### config.mk
export PLATFORM = sky130hd
export DESIGN_NAME = gpio_edge_irq
export DESIGN_NICKNAME = d
export VERILOG_FILES = /design/src/rtl/gpio_edge_pkg.sv /design/src/rtl/gpio_sync.sv /design/src/rtl/gpio_bank_cfg.sv /design/src/rtl/gpio_edge_flag.sv /design/src/rtl/gpio_edge_irq.sv
export SDC_FILE = /design/constraint.sdc
export NUM_CORES = 1
export LEC_CHECK = 0
export CAP_MARGIN = 0
export CORE_ASPECT_RATIO = 1.4
export CORE_MARGIN = 3
export CORE_UTILIZATION = 51
export CTS_CLUSTER_DIAMETER = 50
export DETAILED_ROUTE_END_ITERATION = 8
export GPL_ROUTABILITY_DRIVEN = 0
export PLACE_DENSITY = 0.76
export SYNTH_ARGS = -nofsm -noshare
export SYNTH_HDL_FRONTEND = slang
export SYNTH_SLANG_ARGS = --single-unit
### constraint.sdc
create_clock -name clk -period 1.75 [get_ports clk]
set_input_delay 0.35 -clock clk [delete_from_list [all_inputs] [get_ports clk]]
set_output_delay 0.35 -clock clk [all_outputs]
set_load 0.03 [all_outputs]
### src/rtl/gpio_edge_pkg.sv
package gpio_edge_pkg;

   localparam int REGS_PER_BANK = 6;

   typedef enum logic [2:0] {
      OFS_DIR  = 3'd0,
      OFS_IN   = 3'd1,
      OFS_OUT  = 3'd2,
      OFS_POL  = 3'd3,
      OFS_EN   = 3'd4,
      OFS_FLAG = 3'd5
   } reg_ofs_e;

   // word index of a register inside the flat map
   function automatic int reg_index(input int bank, input reg_ofs_e ofs);
      return bank * REGS_PER_BANK + int'(ofs);
   endfunction

endpackage

### src/rtl/gpio_sync.sv
module gpio_sync #(
   parameter int W      = 32,
   parameter int STAGES = 2
) (
   input  logic         clk,
   input  logic         rst_n,
   input  logic [W-1:0] d_i,
   output logic [W-1:0] q_o
);

   if (STAGES < 2) begin : g_err_stages
      $error("gpio_sync: STAGES must be at least 2");
   end
   if (W < 1) begin : g_err_w
      $error("gpio_sync: W must be positive");
   end

   logic [W-1:0] stage_q [STAGES];

   for (genvar s = 0; s < STAGES; s++) begin : g_stage
      if (s == 0) begin : g_first
         always_ff @(posedge clk or negedge rst_n) begin
            if (!rst_n) stage_q[s] <= '0;
            else        stage_q[s] <= d_i;
         end
      end else begin : g_next
         always_ff @(posedge clk or negedge rst_n) begin
            if (!rst_n) stage_q[s] <= '0;
            else        stage_q[s] <= stage_q[s-1];
         end
      end
   end

   assign q_o = stage_q[STAGES-1];

endmodule

### src/rtl/gpio_bank_cfg.sv
module gpio_bank_cfg #(
   parameter int W = 16
) (
   input  logic         clk,
   input  logic         rst_n,
   input  logic         we_dir_i,
   input  logic         we_out_i,
   input  logic         we_pol_i,
   input  logic         we_en_i,
   input  logic [W-1:0] wdata_i,
   output logic [W-1:0] dir_o,
   output logic [W-1:0] out_o,
   output logic [W-1:0] pol_o,
   output logic [W-1:0] en_o
);

   always_ff @(posedge clk or negedge rst_n) begin
      if (!rst_n) begin
         dir_o <= '0;
         out_o <= '0;
         pol_o <= '0;
         en_o  <= '0;
      end else begin
         if (we_dir_i) dir_o <= wdata_i;
         if (we_out_i) out_o <= wdata_i;
         if (we_pol_i) pol_o <= wdata_i;
         if (we_en_i)  en_o  <= wdata_i;
      end
   end

endmodule

### src/rtl/gpio_edge_flag.sv
module gpio_edge_flag #(
   parameter int W = 16
) (
   input  logic         clk,
   input  logic         rst_n,
   input  logic [W-1:0] lvl_i,
   input  logic [W-1:0] dir_i,
   input  logic [W-1:0] pol_i,
   input  logic [W-1:0] en_i,
   input  logic [W-1:0] clr_i,
   output logic [W-1:0] flag_o
);

   logic [W-1:0] prev_q;
   logic [W-1:0] rise;
   logic [W-1:0] fall;
   logic [W-1:0] hit;

   assign rise = lvl_i & ~prev_q;
   assign fall = ~lvl_i & prev_q;

   for (genvar i = 0; i < W; i++) begin : g_bit
      assign hit[i] = en_i[i] & ~dir_i[i] & (pol_i[i] ? fall[i] : rise[i]);
   end

   always_ff @(posedge clk or negedge rst_n) begin
      if (!rst_n) begin
         prev_q <= '0;
         flag_o <= '0;
      end else begin
         prev_q <= lvl_i;
         flag_o <= (flag_o & ~clr_i) | hit;
      end
   end

endmodule

### src/rtl/gpio_edge_irq.sv
module gpio_edge_irq
   import gpio_edge_pkg::*;
#(
   parameter int NUM_BANKS   = 2,
   parameter int BANK_W      = 16,
   parameter int ADDR_W      = 4,
   parameter int SYNC_STAGES = 2
) (
   input  logic                        clk,
   input  logic                        rst_n,
   input  logic [ADDR_W-1:0]           bus_addr,
   input  logic                        bus_we,
   input  logic [BANK_W-1:0]           bus_wdata,
   output logic [BANK_W-1:0]           bus_rdata,
   input  logic [NUM_BANKS*BANK_W-1:0] pin_in,
   output logic [NUM_BANKS*BANK_W-1:0] pin_out,
   output logic [NUM_BANKS*BANK_W-1:0] pin_oe,
   output logic                        irq_n
);

   localparam int PINS     = NUM_BANKS * BANK_W;
   localparam int NUM_REGS = NUM_BANKS * REGS_PER_BANK;

   if (NUM_BANKS < 1) begin : g_err_banks
      $error("gpio_edge_irq: NUM_BANKS must be at least 1");
   end
   if (BANK_W < 1) begin : g_err_width
      $error("gpio_edge_irq: BANK_W must be positive");
   end
   if ((1 << ADDR_W) < NUM_REGS) begin : g_err_addr
      $error("gpio_edge_irq: ADDR_W too small for the register map");
   end

   logic [PINS-1:0] sync_all;
   logic [PINS-1:0] dir_all;
   logic [PINS-1:0] out_all;
   logic [PINS-1:0] pol_all;
   logic [PINS-1:0] en_all;
   logic [PINS-1:0] flag_all;
   logic [PINS-1:0] in_all;

   gpio_sync #(
      .W      (PINS),
      .STAGES (SYNC_STAGES)
   ) u_sync (
      .clk   (clk),
      .rst_n (rst_n),
      .d_i   (pin_in),
      .q_o   (sync_all)
   );

   for (genvar b = 0; b < NUM_BANKS; b++) begin : g_bank
      logic we_dir, we_out, we_pol, we_en, we_flag;
      logic [BANK_W-1:0] clr;

      assign we_dir  = bus_we && (bus_addr == ADDR_W'(reg_index(b, OFS_DIR)));
      assign we_out  = bus_we && (bus_addr == ADDR_W'(reg_index(b, OFS_OUT)));
      assign we_pol  = bus_we && (bus_addr == ADDR_W'(reg_index(b, OFS_POL)));
      assign we_en   = bus_we && (bus_addr == ADDR_W'(reg_index(b, OFS_EN)));
      assign we_flag = bus_we && (bus_addr == ADDR_W'(reg_index(b, OFS_FLAG)));
      assign clr     = we_flag ? bus_wdata : '0;

      gpio_bank_cfg #(
         .W (BANK_W)
      ) u_cfg (
         .clk      (clk),
         .rst_n    (rst_n),
         .we_dir_i (we_dir),
         .we_out_i (we_out),
         .we_pol_i (we_pol),
         .we_en_i  (we_en),
         .wdata_i  (bus_wdata),
         .dir_o    (dir_all[b*BANK_W +: BANK_W]),
         .out_o    (out_all[b*BANK_W +: BANK_W]),
         .pol_o    (pol_all[b*BANK_W +: BANK_W]),
         .en_o     (en_all[b*BANK_W +: BANK_W])
      );

      gpio_edge_flag #(
         .W (BANK_W)
      ) u_flag (
         .clk    (clk),
         .rst_n  (rst_n),
         .lvl_i  (sync_all[b*BANK_W +: BANK_W]),
         .dir_i  (dir_all[b*BANK_W +: BANK_W]),
         .pol_i  (pol_all[b*BANK_W +: BANK_W]),
         .en_i   (en_all[b*BANK_W +: BANK_W]),
         .clr_i  (clr),
         .flag_o (flag_all[b*BANK_W +: BANK_W])
      );
   end

   assign in_all = sync_all & ~dir_all;

   always_comb begin
      bus_rdata = '0;
      for (int b = 0; b < NUM_BANKS; b++) begin
         if (bus_addr == ADDR_W'(reg_index(b, OFS_DIR)))  bus_rdata = dir_all[b*BANK_W +: BANK_W];
         if (bus_addr == ADDR_W'(reg_index(b, OFS_IN)))   bus_rdata = in_all[b*BANK_W +: BANK_W];
         if (bus_addr == ADDR_W'(reg_index(b, OFS_OUT)))  bus_rdata = out_all[b*BANK_W +: BANK_W];
         if (bus_addr == ADDR_W'(reg_index(b, OFS_POL)))  bus_rdata = pol_all[b*BANK_W +: BANK_W];
         if (bus_addr == ADDR_W'(reg_index(b, OFS_EN)))   bus_rdata = en_all[b*BANK_W +: BANK_W];
         if (bus_addr == ADDR_W'(reg_index(b, OFS_FLAG))) bus_rdata = flag_all[b*BANK_W +: BANK_W];
      end
   end

   assign pin_oe  = dir_all;
   assign pin_out = out_all & dir_all;
   assign irq_n   = ~|flag_all;

endmodule

## Word-level counts from Yosys, hierarchy flattened

Index checks and enable logic that the tools add are counted.

| operators by class | value |
|---|---|
| equality and inequality tests | 11 |
| mux-type cells | 46 |
| bitwise gates (word level) | 113 |
| reduce and logical (&&, ||, !) cells | 13 |

Operator list:

| kind | count |
|---|---|
| $mux W16 | 14 |
| $and A16 B16 Y16 | 6 |
| $not A16 Y16 | 6 |
| $and A1 B1 Y1 | 64 |
| $and A32 B32 Y32 | 2 |
| $mux W1 | 32 |
| $not A1 Y1 | 32 |
| $not A32 Y32 | 1 |
| $or A16 B16 Y16 | 2 |
| $reduce_or A32 Y1 | 1 |
| $eq A4 B3 Y1 const B | 4 |
| $eq A4 B4 Y1 const B | 4 |
| $logic_and A1 B1 Y1 | 10 |
| $eq A4 B2 Y1 const B | 2 |
| $eq A4 B1 Y1 const B | 1 |
| $logic_not A4 Y1 | 1 |
| $logic_not A1 Y1 | 1 |

| storage, ports and cells | value |
|---|---|
| flip-flop bits (word level) | 256 |
| logic and storage cells | 197 |

## Longest topological paths before layout

Gate-level depths: netlist of run 1.

| logic depth | value |
|---|---|
| depth after elaboration | 13 |
| mapped depth | 8 |
| depth with buffers taken out | 4 |

## Hierarchy

Synthesis of run 1 repeated with hierarchy kept, for this count alone.

| unflattened totals | value |
|---|---|
| cell total of the unflattened synthesis | 1,042 |
| area total of the unflattened synthesis | 12,670.9 um^2 |

Modules (own cells, without submodules):

| module | instances | cells each | area each (um^2) | sequential area each (um^2) |
|---|---|---|---|---|
| gpio_bank_cfg | 2 | 136 | 2,597.5 | 1,601.5 |
| gpio_edge_flag | 2 | 128 | 1,467.7 | 800.8 |
| gpio_edge_irq | 1 | 418 | 2,698.8 | 0.0 |
| gpio_sync | 1 | 96 | 1,841.8 | 1,601.5 |

## Least setup slack after synthesis of run 1

Ideal clock, no wire load.

| timing | value |
|---|---|
| path type | in2out |
| start point | in bus_addr[1] |
| end point | out bus_rdata[1] |
| arrival | 2.018 ns |
| setup slack | -0.618 ns |
| stages | 7 |
| path buffers | 4 |
| cells stage by stage | buf_4 buf_6 buf_2 buf_2 a211oi_1 a21oi_1 a211oi_1 |

| between the ends | value |
|---|---|
| longest elaborated chain between the ends | 13 |
| elaborated cells between the ends (all ways) | 24 |
| classes of those cells | eq/ne: 11; mux: 12; reduce/logical: 1 |

RTL lines:

| element | RTL line | RTL |
|---|---|---|
| start: declaration | gpio_edge_irq.sv:11 | `input logic [ADDR_W-1:0] bus_addr,` |
| $logic_not A4 Y1 | gpio_edge_irq.sv:98 | `if (bus_addr == ADDR_W'(reg_index(b, OFS_DIR))) bus_rdata = dir_all[b*BANK_W +: BANK_W];` |
| $mux W16 | gpio_edge_irq.sv:98 |  |
| $mux W16 | gpio_edge_irq.sv:99 | `if (bus_addr == ADDR_W'(reg_index(b, OFS_IN))) bus_rdata = in_all[b*BANK_W +: BANK_W];` |
| $mux W16 | gpio_edge_irq.sv:100 | `if (bus_addr == ADDR_W'(reg_index(b, OFS_OUT))) bus_rdata = out_all[b*BANK_W +: BANK_W];` |
| $mux W16 | gpio_edge_irq.sv:101 | `if (bus_addr == ADDR_W'(reg_index(b, OFS_POL))) bus_rdata = pol_all[b*BANK_W +: BANK_W];` |
| $mux W16 | gpio_edge_irq.sv:102 | `if (bus_addr == ADDR_W'(reg_index(b, OFS_EN))) bus_rdata = en_all[b*BANK_W +: BANK_W];` |
| $mux W16 | gpio_edge_irq.sv:103 | `if (bus_addr == ADDR_W'(reg_index(b, OFS_FLAG))) bus_rdata = flag_all[b*BANK_W +: BANK_W];` |
| $mux W16 | gpio_edge_irq.sv:98 |  |
| $mux W16 | gpio_edge_irq.sv:99 |  |
| $mux W16 | gpio_edge_irq.sv:100 |  |
| $mux W16 | gpio_edge_irq.sv:101 |  |
| $mux W16 | gpio_edge_irq.sv:102 |  |
| $mux W16 (*) | gpio_edge_irq.sv:103 |  |
| end: declaration | gpio_edge_irq.sv:14 | `output logic [BANK_W-1:0] bus_rdata,` |

Mark *: on every way between the ends. The rest lies on a longest branch, timed or not.

## Worst setup path after layout of run 1

| timing | value |
|---|---|
| start point | reg g_bank[0].u_cfg.dir_o[7] |
| end point | out bus_rdata[7] |

| between the ends | value |
|---|---|
| longest elaborated chain between the ends | 13 |
| elaborated cells between the ends (all ways) | 14 |
| classes of those cells | mux: 12; bitwise: 2 |

RTL lines:

| element | RTL line | RTL |
|---|---|---|
| start: declaration | gpio_bank_cfg.sv:11 | `output logic [W-1:0] dir_o,` |
| start signal: assignment | gpio_bank_cfg.sv:24 | `if (we_dir_i) dir_o <= wdata_i;` |
| $not A32 Y32 | gpio_edge_irq.sv:93 | `assign in_all = sync_all & ~dir_all;` |
| $and A32 B32 Y32 | gpio_edge_irq.sv:93 |  |
| $mux W16 (*) | gpio_edge_irq.sv:99 |  |
| $mux W16 (*) | gpio_edge_irq.sv:100 |  |
| $mux W16 (*) | gpio_edge_irq.sv:101 |  |
| $mux W16 (*) | gpio_edge_irq.sv:102 |  |
| $mux W16 (*) | gpio_edge_irq.sv:103 |  |
| $mux W16 (*) | gpio_edge_irq.sv:98 |  |
| $mux W16 (*) | gpio_edge_irq.sv:99 |  |
| $mux W16 (*) | gpio_edge_irq.sv:100 |  |
| $mux W16 (*) | gpio_edge_irq.sv:101 |  |
| $mux W16 (*) | gpio_edge_irq.sv:102 |  |
| $mux W16 (*) | gpio_edge_irq.sv:103 |  |

Marks and branches as above.

==> results of run 1 <==
==> cell families after synthesis <==
kind of cell	Yosys count	synth area share
AOI/OAI and AO/OA	174	0.1072
buffers and inverters	99	0.04479
DFF	256	0.5447
muxes	158	0.1589
and+or+nand+nor	310	0.1444
==> repair_timing <==
action / in CTS / in global routing
cloned: 2 / 0
buffers inserted: 13 / 3
hold endpoints to repair: 64 / 0
hold buffers: 1 / 0
setup endpoints to repair: 112 / 50
pin swaps: 38 / 10
resized for setup: 284 / 85
==> layout make-up <==
class / instances / area (um^2)
inverters: 34 / 127.6
clock buffers: 38 / 747.0
multi-input cells: 642 / 5324
fillers: 1584 / 6451
well taps: 301 / 376.6
flip-flops and latches: 256 / 6412
repair buffers: 307 / 3067
clock inverters: 11 / 103.9
==> placed cells by master, fill, tap and decap left out, types with 12 or more instances in the layout <==
cell type,synthesis,final
and2_1,33,26
buf_6,6,34
nor2_1,48,46
o21ai_0,39,38
buf_4,22,142
dfrtp_1,256,251
mux2_2,125,125
clkdlybuf4s50_1,0,49
mux2i_1,18,17
clkbuf_16,0,27
a21oi_1,26,12
a32o_1,32,32
clkdlybuf4s15_2,0,21
inv_1,33,33
nand3b_1,19,19
nand2_1,111,108
buf_12,0,36
a21oi_2,0,12
nor2b_1,15,14
buf_2,21,13
==> power breakdown <==
part | internal (mW) | total (mW) | switching (mW)
Clock | 3.14 | 5.44 | 2.29
Combinational | 2.85 | 5.51 | 2.66
Sequential | 7.09 | 8.23 | 1.14
==> worst max-delay path by stage <==
| stage | start | end | slack [ps] |
|---|---|---|---|
| after floorplan | g_bank[0].u_cfg.dir_o[7]$_DFFE_PN0P_ | bus_rdata[7] | -270 |
| after global placement | bus_addr[2] | bus_rdata[12] | -730 |
| after detailed placement | bus_addr[2] | bus_rdata[12] | -740 |
| after CTS | g_bank[0].u_cfg.dir_o[7]$_DFFE_PN0P_ | bus_rdata[7] | -880 |
| after global routing | g_bank[0].u_cfg.dir_o[7]$_DFFE_PN0P_ | bus_rdata[7] | -910 |
| final | g_bank[0].u_cfg.dir_o[7]$_DFFE_PN0P_ | bus_rdata[7] | -870 |
==> synthesized netlist by cell type, drive strengths merged, types with 11 or more instances <==
cell / count / share of area
and2: 33 / 0.018
mux2: 130 / 0.12
a32o: 32 / 0.027
clkbuf: 16 / 0.0052
dfrtp: 256 / 0.54
nand3b: 20 / 0.013
buf: 49 / 0.029
nor2b: 15 / 0.0080
o21ai: 40 / 0.017
a21oi: 26 / 0.011
nand2: 111 / 0.035
mux2i: 18 / 0.015
nand2b: 14 / 0.0074
a211oi: 14 / 0.0098
a31oi: 11 / 0.0059
inv: 34 / 0.011
nor2: 55 / 0.020
==> per-layer routing <==
metal  GRT usage  share of wire  vias to the layer above
li1            -              -                     4121
met1      0.3182           0.37                     4672
met2      0.4930           0.52                      343
met3     0.03245          0.050                      119
met4      0.1459          0.062                        0
met5           0              0                        -
==> state kept, by name, summed over array words and instances, names as in the netlist <==
register	flops
g_bank.u_cfg.dir_o	32
g_bank.u_flag.prev_q	32
g_bank.u_cfg.pol_o	32
g_bank.u_cfg.out_o	32
u_sync.stage_q	32
g_bank.u_cfg.en_o	32
g_bank.u_flag.flag_o	32
u_sync.q_o	32
==> results.sh, run 1 <==
export IMPL_status="complete, but fails checks"
export IMPL_violations="setup timing"
export IMPL_total_power_mw=19.18
export IMPL_final_util=0.7147
export IMPL_clkTransAtPathRegs_ps=60
export IMPL_rows=65
export IMPL_ant_nets=0
export IMPL_path_delay_family="compound AO/OA/AOI/OAI gates"
export IMPL_nets=1323
export IMPL_ir_drop_uv=1220
export IMPL_setup_ws_ps=-869.6
export IMPL_via_count=9255
export IMPL_drive_above_1_share=0.4084
export IMPL_dpl_cell_area_mm2=0.01495
export IMPL_die_w_um=134.3
export IMPL_ys_seq_area_frac=0.5447
export IMPL_antenna_cells=0
export IMPL_maxCapViolCount=0
export IMPL_min_period_ps=2620
export IMPL_grt_usage=0.2731
export IMPL_synth_area_mm2=0.01176
export IMPL_wl_um=33330
export IMPL_place_hpwl_um=24240
export IMPL_final_cell_area_mm2=0.01616
export IMPL_hold_viol=0
export IMPL_synthesis_nets=1052
export IMPL_regToRegSetupSlack_ps=570
export IMPL_die_area_mm2=0.02495
export IMPL_ys_ff_latch=256
export IMPL_clk_latency_ps=520
export IMPL_crit_type="reg2out"
export IMPL_min_from="pin_in[22]"
export IMPL_rr_startpoint="g_bank[1].u_cfg.dir_o[2]$_DFFE_PN0P_"
export IMPL_htreeDepth=1
export IMPL_syn2layout_area_growth_pct=37.38
export IMPL_stdcell_count=1589
export IMPL_synth_async_sr_flop_share=1.000
export IMPL_ctsLongestPathBuffers=3
export IMPL_finalCritPeriodShare=1.497
export IMPL_yosysUniqueCellTypes=57
export IMPL_min_delay_path_depth=1
export IMPL_die_h_um=185.7
export IMPL_antenna_found_initial=0
export IMPL_io_buffer_count=135
export IMPL_initial_core_util=0.5202
export IMPL_worst_ep_arrival_time_ps=2270
export IMPL_vias_per_cell=5.824
export IMPL_crit_fanout=2
export IMPL_dp_cells=1525
export IMPL_maxSlewViolCount=0
export IMPL_drtIter0Drc=615
export IMPL_finalSetupViolations=17
export IMPL_cts_root_buffer="clkbuf_16"
export IMPL_leakage_nw=6.878
export IMPL_cp_num_buf_inv=1
export IMPL_whs_ps=258.8
export IMPL_maxSlewHeadroom=0.6516
export IMPL_setup_tns_final_ps=-9985
export IMPL_grt_pass1_vias=9950
export IMPL_num_io_pins=136
export IMPL_coreArea_mm2=0.02261
export IMPL_hp_class="in2reg"
export IMPL_cp_start_kind="flop"
export IMPL_drc_errors=0
export IMPL_synth_edf_count=0
export IMPL_cp_slowest_cell="or4bb_4"
export IMPL_cts_tree="done"
export IMPL_cts_made_buffers=27
export IMPL_path_cells="or4bb_4 > a31oi_1 > o2111ai_1 > a32oi_2 > buf_12"
export IMPL_cts_sinks=256
export IMPL_critical_path_depth=5
export IMPL_synthCells=997
export IMPL_required_ps=1400
export IMPL_synthFlopType="dfrtp_1"
export IMPL_min_to="u_sync.stage_q[54]$_DFF_PN0_"
export IMPL_skew_ps=7.452
export IMPL_slowest_delay_ps=540
export IMPL_r2r_end="g_bank[1].u_cfg.dir_o[2]$_DFFE_PN0P_"
export IMPL_clock_fmax_ghz=0.3817
export IMPL_grt_overflow=0
export IMPL_worstMarginPinSlew_ps=521.0
export IMPL_power_density_mw_per_mm2=1187
export IMPL_grt_pass1_wl_um=53330
export IMPL_grt_start_max_net_pins=73
export IMPL_dpl_worst_slack_ps=-738.5
export IMPL_syn_avg_cell_area_um2=11.80
export IMPL_wire_per_inst_um=20.97
export IMPL_rsz0062_at_grt="true"
export IMPL_ys_warn_count=0
export IMPL_r2r_cells=4
export IMPL_end_kind="output port"
export IMPL_firstDrtPassIters=5
Note: power is estimated with default switching activity, not from simulation.
==> run 2: changes to the inputs <==
--- a/config.mk
+++ b/config.mk
@@ -13,6 +13,7 @@
 export DETAILED_ROUTE_END_ITERATION = 8
 export GPL_ROUTABILITY_DRIVEN = 0
 export PLACE_DENSITY = 0.76
+export SLEW_MARGIN = 20
 export SYNTH_ARGS = -nofsm -noshare
 export SYNTH_HDL_FRONTEND = slang
 export SYNTH_SLANG_ARGS = --single-unit
==> results of run 2 <==
The final DEF is identical to that of run 1; final timing and power are the same.
